`config.mk`:
```
export PLATFORM = sky130hd
export DESIGN_NAME = ptw_walker
export DESIGN_NICKNAME = d
export VERILOG_FILES = /design/src/rtl/ptw_pkg.sv /design/src/rtl/ptw_perm.sv /design/src/rtl/ptw_entry_addr.sv /design/src/rtl/ptw_leaf_pa.sv /design/src/rtl/ptw_walker.sv
export SDC_FILE = /design/constraint.sdc
export NUM_CORES = 1
export LEC_CHECK = 0
export ABC_CLOCK_PERIOD_IN_PS = 2700
export CAP_MARGIN = 0
export CORE_ASPECT_RATIO = 1.1
export CORE_UTILIZATION = 55
export CTS_CLUSTER_DIAMETER = 100
export DETAILED_ROUTE_END_ITERATION = 16
export DONT_BUFFER_PORTS = 1
export GPL_TIMING_DRIVEN = 1
export PLACE_DENSITY = 0.81
export SKIP_LAST_GASP = 1
export SLEW_MARGIN = 20
export SYNTH_ARGS = -nofsm -noshare
export SYNTH_HDL_FRONTEND = slang
export SYNTH_HIERARCHICAL = 1
export SYNTH_SLANG_ARGS = --single-unit
```
`constraint.sdc`:
```
create_clock -name clk -period 2.7 [get_ports clk]
set_input_delay 0.54 -clock clk [delete_from_list [all_inputs] [get_ports clk]]
set_output_delay 0.54 -clock clk [all_outputs]
set_load 0.005 [all_outputs]
```
`src/rtl/ptw_pkg.sv`:
```
// Shared constants and types for the page table walker.
// Assumes 32-bit table words and a 36-bit physical address.
package ptw_pkg;
    localparam int ENT_W     = 32;
    localparam int OFF_W     = 12;
    localparam int PPN_W     = 24;
    localparam int PA_W      = PPN_W + OFF_W;
    localparam int PTP_W     = ENT_W - 2;
    localparam int TBL_ALIGN = PA_W - PTP_W;
    localparam int BIT_REF   = 5;
    localparam int BIT_MOD   = 6;

    typedef enum logic [1:0] {ET_NONE = 2'd0, ET_TABLE = 2'd1, ET_LEAF = 2'd2, ET_BAD = 2'd3} etype_e;
    typedef enum logic [1:0] {ACC_RD = 2'd0, ACC_WR = 2'd1, ACC_EX = 2'd2, ACC_RSV = 2'd3} kind_e;
    typedef enum logic [1:0] {FLT_OK = 2'd0, FLT_INVALID = 2'd1, FLT_BADTYPE = 2'd2, FLT_PROT = 2'd3} fault_e;
endpackage

```
`src/rtl/ptw_perm.sv`:
```
// Access rights decoder: maps a 3-bit rights code, privilege mode and
// access kind to allow/deny. Purely combinational.
module ptw_perm
    import ptw_pkg::*;
(
    input  logic [2:0] acc_code,
    input  logic       super_mode,
    input  logic [1:0] kind,
    output logic       allow
);
    logic can_rd, can_wr, can_ex;

    // Rights per code; codes 5..7 differ between user and supervisor.
    always_comb begin
        can_rd = 1'b0;
        can_wr = 1'b0;
        can_ex = 1'b0;
        case (acc_code)
            3'd0: can_rd = 1'b1;
            3'd1: begin can_rd = 1'b1; can_wr = 1'b1; end
            3'd2: begin can_rd = 1'b1; can_ex = 1'b1; end
            3'd3: begin can_rd = 1'b1; can_wr = 1'b1; can_ex = 1'b1; end
            3'd4: can_ex = 1'b1;
            3'd5: begin can_rd = 1'b1; can_wr = super_mode; end
            3'd6: begin can_rd = super_mode; can_ex = super_mode; end
            default: begin can_rd = super_mode; can_wr = super_mode; can_ex = super_mode; end
        endcase
    end

    // Select the right matching the requested kind.
    always_comb begin
        case (kind_e'(kind))
            ACC_RD:  allow = can_rd;
            ACC_WR:  allow = can_wr;
            ACC_EX:  allow = can_ex;
            default: allow = 1'b0;
        endcase
    end

    // Guard the user-denied codes and the reserved kind.
    always_comb begin
        if (!super_mode && acc_code[2:1] == 2'b11)
            p_user_denied_r6: assert (!allow);
        if (kind == 2'd3)
            p_rsv_kind_r6: assert (!allow);
    end
endmodule

```
`src/rtl/ptw_entry_addr.sv`:
```
// Entry address generator: table base plus four times the index of the
// current level. Assumes level is 1..3; other values select level 3.
module ptw_entry_addr
    import ptw_pkg::*;
#(
    parameter int L1_W = 8,
    parameter int L2_W = 6,
    parameter int L3_W = 6
) (
    input  logic [PA_W-1:0]             base,
    input  logic [L1_W+L2_W+L3_W-1:0]   vpn,
    input  logic [1:0]                  level,
    output logic [PA_W-1:0]             addr
);
    localparam int VPN_W = L1_W + L2_W + L3_W;
    logic [PA_W-1:0] idx_bytes;

    // Pick the index field for this level and scale it to bytes.
    always_comb begin
        case (level)
            2'd1:    idx_bytes = PA_W'(vpn[VPN_W-1 -: L1_W]) << 2;
            2'd2:    idx_bytes = PA_W'(vpn[L3_W +: L2_W]) << 2;
            default: idx_bytes = PA_W'(vpn[L3_W-1:0]) << 2;
        endcase
        addr = base + idx_bytes;
    end
endmodule

```
`src/rtl/ptw_leaf_pa.sv`:
```
// Leaf address former: page number on top, with the virtual bits below
// the leaf's level passed straight through.
module ptw_leaf_pa
    import ptw_pkg::*;
#(
    parameter int L1_W = 8,
    parameter int L2_W = 6,
    parameter int L3_W = 6
) (
    input  logic [PPN_W-1:0]               ppn,
    input  logic [L1_W+L2_W+L3_W+OFF_W-1:0] vaddr,
    input  logic [1:0]                     level,
    output logic [PA_W-1:0]                paddr
);
    logic [PA_W-1:0] keep [1:3];
    logic [PA_W-1:0] sel;

    // One pass-through mask per level.
    for (genvar l = 1; l <= 3; l++) begin : g_mask
        localparam int LOW = OFF_W + ((l <= 2) ? L3_W : 0) + ((l == 1) ? L2_W : 0);
        assign keep[l] = (PA_W'(1) << LOW) - PA_W'(1);
    end

    // Merge page number and virtual low bits.
    always_comb begin
        case (level)
            2'd1:    sel = keep[1];
            2'd2:    sel = keep[2];
            default: sel = keep[3];
        endcase
        paddr = ({ppn, {OFF_W{1'b0}}} & ~sel) | (PA_W'(vaddr) & sel);
    end
endmodule

```
`src/rtl/ptw_walker.sv`:
```
// Three-level page table walker. Accepts one translation at a time, reads
// one word per level, checks rights on the leaf, writes back the
// referenced/modified flags when they change, and pulses done.
// Assumes the memory holds mem_req until it answers with mem_ack.
module ptw_walker
    import ptw_pkg::*;
#(
    parameter int L1_W = 8,
    parameter int L2_W = 6,
    parameter int L3_W = 6
) (
    input  logic              clk,
    input  logic              rst_n,
    input  logic [PTP_W-1:0]  root_ptp,
    input  logic              req_valid,
    input  logic [L1_W+L2_W+L3_W+OFF_W-1:0] req_vaddr,
    input  logic [1:0]        req_kind,
    input  logic              req_super,
    output logic              busy,
    output logic              done,
    output logic [PA_W-1:0]   resp_paddr,
    output logic [1:0]        resp_fault,
    output logic [1:0]        resp_level,
    output logic              mem_req,
    output logic              mem_we,
    output logic [PA_W-1:0]   mem_addr,
    output logic [ENT_W-1:0]  mem_wdata,
    input  logic              mem_ack,
    input  logic [ENT_W-1:0]  mem_rdata
);
    localparam int VA_W = L1_W + L2_W + L3_W + OFF_W;

    typedef enum logic [1:0] {S_IDLE, S_FETCH, S_UPDATE, S_DONE} state_e;

    state_e           state;
    logic [1:0]       level;
    logic [PA_W-1:0]  base;
    logic [VA_W-1:0]  va_q;
    logic             sup_q;
    logic [1:0]       kind_q;
    logic [ENT_W-1:0] ent_q;
    logic [PA_W-1:0]  pa_q;
    fault_e           flt_q;
    logic [1:0]       flvl_q;

    logic             allow;
    logic [PA_W-1:0]  leaf_pa;
    logic [ENT_W-1:0] upd;

    ptw_entry_addr #(.L1_W(L1_W), .L2_W(L2_W), .L3_W(L3_W)) u_addr (
        .base  (base),
        .vpn   (va_q[VA_W-1:OFF_W]),
        .level (level),
        .addr  (mem_addr)
    );

    ptw_perm u_perm (
        .acc_code   (mem_rdata[4:2]),
        .super_mode (sup_q),
        .kind       (kind_q),
        .allow      (allow)
    );

    ptw_leaf_pa #(.L1_W(L1_W), .L2_W(L2_W), .L3_W(L3_W)) u_pa (
        .ppn   (mem_rdata[ENT_W-1 -: PPN_W]),
        .vaddr (va_q),
        .level (level),
        .paddr (leaf_pa)
    );

    // Leaf word with the flags this access must leave set.
    always_comb begin
        upd = mem_rdata | (ENT_W'(1) << BIT_REF);
        if (kind_e'(kind_q) == ACC_WR)
            upd = upd | (ENT_W'(1) << BIT_MOD);
    end

    // Walk sequencer: accept, fetch per level, decode, update, report.
    always_ff @(posedge clk) begin
        if (!rst_n) begin
            state  <= S_IDLE;
            level  <= 2'd0;
            base   <= '0;
            va_q   <= '0;
            sup_q  <= 1'b0;
            kind_q <= 2'd0;
            ent_q  <= '0;
            pa_q   <= '0;
            flt_q  <= FLT_OK;
            flvl_q <= 2'd0;
        end else begin
            case (state)
                S_IDLE: if (req_valid) begin
                    base   <= {root_ptp, {TBL_ALIGN{1'b0}}};
                    level  <= 2'd1;
                    va_q   <= req_vaddr;
                    sup_q  <= req_super;
                    kind_q <= req_kind;
                    pa_q   <= '0;
                    flt_q  <= FLT_OK;
                    flvl_q <= 2'd0;
                    state  <= S_FETCH;
                end
                S_FETCH: if (mem_ack) begin
                    case (etype_e'(mem_rdata[1:0]))
                        ET_TABLE: begin
                            if (level == 2'd3) begin
                                flt_q  <= FLT_BADTYPE;
                                flvl_q <= level;
                                state  <= S_DONE;
                            end else begin
                                base  <= {mem_rdata[ENT_W-1:2], {TBL_ALIGN{1'b0}}};
                                level <= level + 2'd1;
                            end
                        end
                        ET_LEAF: begin
                            if (!allow) begin
                                flt_q  <= FLT_PROT;
                                flvl_q <= level;
                                state  <= S_DONE;
                            end else begin
                                pa_q <= leaf_pa;
                                if (upd != mem_rdata) begin
                                    ent_q <= upd;
                                    state <= S_UPDATE;
                                end else begin
                                    state <= S_DONE;
                                end
                            end
                        end
                        ET_NONE: begin
                            flt_q  <= FLT_INVALID;
                            flvl_q <= level;
                            state  <= S_DONE;
                        end
                        default: begin
                            flt_q  <= FLT_BADTYPE;
                            flvl_q <= level;
                            state  <= S_DONE;
                        end
                    endcase
                end
                S_UPDATE: if (mem_ack) state <= S_DONE;
                default:  state <= S_IDLE;
            endcase
        end
    end

    // Port outputs from the sequencer state and result registers.
    always_comb begin
        busy       = (state != S_IDLE);
        done       = (state == S_DONE);
        mem_req    = (state == S_FETCH) || (state == S_UPDATE);
        mem_we     = (state == S_UPDATE);
        mem_wdata  = ent_q;
        resp_paddr = pa_q;
        resp_fault = flt_q;
        resp_level = flvl_q;
    end

    p_hold_req_r9: assert property (@(posedge clk) disable iff (!rst_n)
        mem_req && !mem_ack |=> mem_req && $stable(mem_addr) && $stable(mem_we));

    p_done_pulse_r9: assert property (@(posedge clk) disable iff (!rst_n)
        done |=> !done && !busy);

    p_fault_level_r8: assert property (@(posedge clk) disable iff (!rst_n)
        done |-> ((resp_fault != 2'd0) == (resp_level != 2'd0)));

    p_wb_success_r7: assert property (@(posedge clk) disable iff (!rst_n)
        mem_req && mem_we && mem_ack |=> done && resp_fault == 2'd0);

    p_wb_refbit_r7: assert property (@(posedge clk) disable iff (!rst_n)
        mem_req && mem_we |-> mem_wdata[BIT_REF] && mem_wdata[1:0] == 2'd2);
endmodule

```
==> summary.md <==
| Metric | Value |
|---|---|
| EDFF count, synth | `0` |
| Fin nets | `between 800 and 900` |
| Total power draw | `7.95 mW` |
| Tightest Pin Transition | `728 ps` |
| Fmax | `0.309 GHz` |
| Tot GR Track Use | `around 30%` |
| Leakage power | `between 3 and 4 nW` |
| Reg-to-reg endpoint | `resp_paddr[19]$_SDFFE_PN0P_` |
| Met1 Wirelength | `around 8 mm` |
| H-tree levels | `4` |
| Post-Route Setup TNS | `-13210 ps` |
| Largest net degree at the start of global routing | `67` |
| Final clock period utilization by the worst path | `120%` |
| Flop pwr share | `approximately a third` |
| Critical Path End Type | `output port` |
| Switching Share | `between 30 and 40%` |
| RSZ-0062 raised after global routing | `yes` |
| Hold Crit Start | `mem_rdata[0]` |
| Mux contribution to synthesized area | `under 10%` |
| CP Launch Type | `flip-flop` |
| Vias in the first global route | `around 5800` |
| Hold Crit Endpoint | `resp_fault[0]$_SDFFE_PN0P_` |
| Count of final max-slew check failures | `0` |
| Initial antenna violation count | `0` |
| Violated checks | `setup timing` |
| Crit path time final | `around 3200 ps` |
| Synth top area share | `40.4%` |
| Top Metal Used | `met4` |
| #FFs+latches synth | `between 100 and 150` |
| Worst Hold Depth | `1` |
| Register-to-register setup slack | `around 340 ps` |
| Main combinational cell family by area after synthesis | `compound AO/OA/AOI/OAI gates` |
| First-pass GRT wire length | `a little over 30 mm` |
| Internal power | `just over 5 mW` |
| Slew headroom | `51.5%` |
| Rows | `42` |
| Post-synthesis simple-gate area fraction | `roughly 16%` |
| Final WS setup | `-535 ps` |
| Fraction of layout cells with a size suffix above 1 | `19.1%` |
| Vias post-DR | `5913` |
| Syn-to-layout area delta | `14.8%` |
| Clock buffer count from CTS | `17` |
| Die area | `around 13000 sq um` |
| Synthesis Warnings | `6` |
| Status | `complete, but fails checks` |
| Synth cell types | `66` |
| Synth Area in Compound Gates | `21.9%` |
| # setup viols final | `30` |
| CP arrival | `2690 ps` |
| GP Congestion | `just under 0.9` |
| Cell area after synthesis | `around 7000 sq um` |
| Clk buf depth | `2` |
| Syn Inst Count | `about 770` |
| Post-Synth XOR/XNOR Area | `between 3 and 4%` |
| CP max FO | `5` |
| Pwr Density | `992 nW/um^2` |
| Cell taking the most area after synthesis | `dfxtp_1` |
| Clock power share | `roughly a third` |
| Comb power frac | `about a third` |
| Met2 wire len | `roughly 10 mm` |
| Diode count | `0` |
| Largest cells by area after synthesis | `dfxtp_1, nand2_1, a21oi_1` |
| Final Skew | `10.1 ps` |
| Max-cap violations | `0` |
| # IOs | `213` |
| Synth cell count leaders | `dfxtp_1, nand2_1, a21oi_1, nand3_1, a22o_1` |
| Post-route ant nets | `0` |
| Final routed DRC violation total | `0` |
| Pre-Repair DR Iteration Count | `5` |
| Synth Area in Adders | `around 3.3%` |
| VDD IR max | `between 0.5 and 0.6 mV` |
| Avg Cell Area, Syn | `about 9 sq um` |
| Routed wire length | `about 21 mm` |
| CTS clk-pin slew, worst paths | `about 60 ps` |
| Seq/Total Area, Yosys | `between 40 and 50%` |
| Hold crit path type | `in2reg` |
| Most frequent cell after synthesis | `dfxtp_1` |
| CTS tree | `done` |
| Clk_lat worst skew | `410 ps` |
| R2R depth | `9` |
| Clk sinks | `141` |
| Critical R2R Launch | `kind_q[1]$_SDFFE_PN0P_` |
| Clk root buf | `clkbuf_16` |
| Hold buffers post-CTS | `0` |
| Hold Worst Slack | `about 250 ps` |
| WP data required | `about 2200 ps` |
| DPL Wire Length | `between 10 and 15 mm` |
| DR iter-0 viols | `between 500 and 600` |
| Core Util, Final | `about two thirds` |
| Switching power total | `~2.9 mW` |
| Die W | `approximately 110 um` |
| Wire length on met3 | `1.93 mm` |
| Crit path kind | `reg2out` |
| Ys flop type | `dfxtp_1` |
| Port bufs | `0` |
| Hold Vio Cnt, Final | `0` |
| Via/cell ratio | `roughly 6.4` |
| Initial core utilization | `around 57%` |
| Core Box Area | `12200 sq um` |
| Async SR Flop Fraction | `0%` |
| Drt wl/cell | `about 23 um` |
| Die height | `120 um` |
| Grt total ovfl | `0` |
==> flip-flops by register name (all words and copies together) (netlist names), 30 cells and up <==
| signal | count |
|---|---|
| mem_wdata | 32 |
| resp_paddr | 36 |
| va_q | 32 |
| base | 30 |
==> metrics by stage <==
stage / cells / cell area (sq um) / worst slack [ps]
floorplan: 778 / 7050 / 5.81
global placement: 882 / 7010 / -82.8
detailed placement: 882 / 7010 / -177
CTS: 918 / 7810 / -443
global route: 923 / 8020 / -701
finish: 923 / 8020 / -535
==> layout make-up <==
| type | count | area (sq um) |
|---|---|---|
| fill | 941 | 4180 |
| inverter | 12 | 47.5 |
| tap | 154 | 193 |
| sequential | 141 | 2830 |
| timing repair buffer | 39 | 362 |
| clock buffer | 18 | 429 |
| clock inverter | 14 | 208 |
| multi-input combinational | 545 | 3950 |
==> worst max-delay path by stage <==
stage	from	endpoint	slack (ps)	cells past startpoint
floorplan	level[1]$_SDFFE_PN0P_	mem_addr[11]	6	11
global placement	level[1]$_SDFFE_PN0P_	mem_addr[11]	-80	9
CTS	level[1]$_SDFFE_PN0P_	mem_addr[35]	-440	9
finish	level[0]$_SDFFE_PN0P_	mem_addr[13]	-530	12
global route	level[0]$_SDFFE_PN0P_	mem_addr[35]	-700	10
detailed placement	level[1]$_SDFFE_PN0P_	mem_addr[11]	-180	9
==> cell usage in the layout, fill, tap and decap left out, types with 5 or more instances in the layout <==
cell type and n:
dfxtp_1 139, nand2_1 118, a21oi_1 79, nand3_1 36, a22o_1 36, a211oi_1 32
o21ai_0 32, mux2i_1 31, buf_4 30, clkbuf_16 17, nor2_1 15, ha_1 13
mux2_4 12, xor2_1 11, xnor2_2 10, inv_1 9, conb_1 7, nand4_1 6
nand3_2 6, xnor2_1 6, and2_1 5, nor2_4 5, buf_6 5, a22oi_1 5
==> power groups by stage <==
stage	sequential, mW	clock [mW]	combinational [mW]
finish	2.74	2.51	2.70
global route	2.78	2.63	2.93
CTS	2.70	2.52	2.61
detailed placement	2.73	0	2.53
global placement	2.72	0	2.44
floorplan	2.64	0	2.10
==> per-layer routing <==
layer / up-vias / track usage, %
met5: - / 0
met4: 0 / 15.1
met3: 71 / 8.96
met2: 308 / 50.6
met1: 2839 / 35.2
li1: 2695 / -
==> worst max-delay path, stage by stage (launching register included) <==
cell       delay, ps
dfxtp_4          380
inv_4             40
ha_4             160
a22oi_2          160
o21ai_2           70
ha_2             170
a21o_1           170
a31o_4           220
o2111ai_4        350
buf_4            190
buf_6            100
a21oi_2           50
xor2_1           220
==> what timing repair did <==
| action | CTS | global route |
|---|---|---|
| buffers inserted | 2 | 5 |
| gates resized for setup | 29 | 32 |
| pin swaps | 8 | 27 |
| hold endpoints to repair | 0 | 0 |
| setup endpoints to repair | 29 | 29 |
| gates cloned | 2 | 0 |
==> kinds of logic after synthesis <==
family,Yosys count
AOI/OAI and AO/OA,223
and+or+nand+nor,223
DFF,141
buffers and inverters,93
muxes,43
xor gates and xnor gates,30
adders and majority gates,18
other,1
Note: power is estimated with default switching activity, not from simulation.
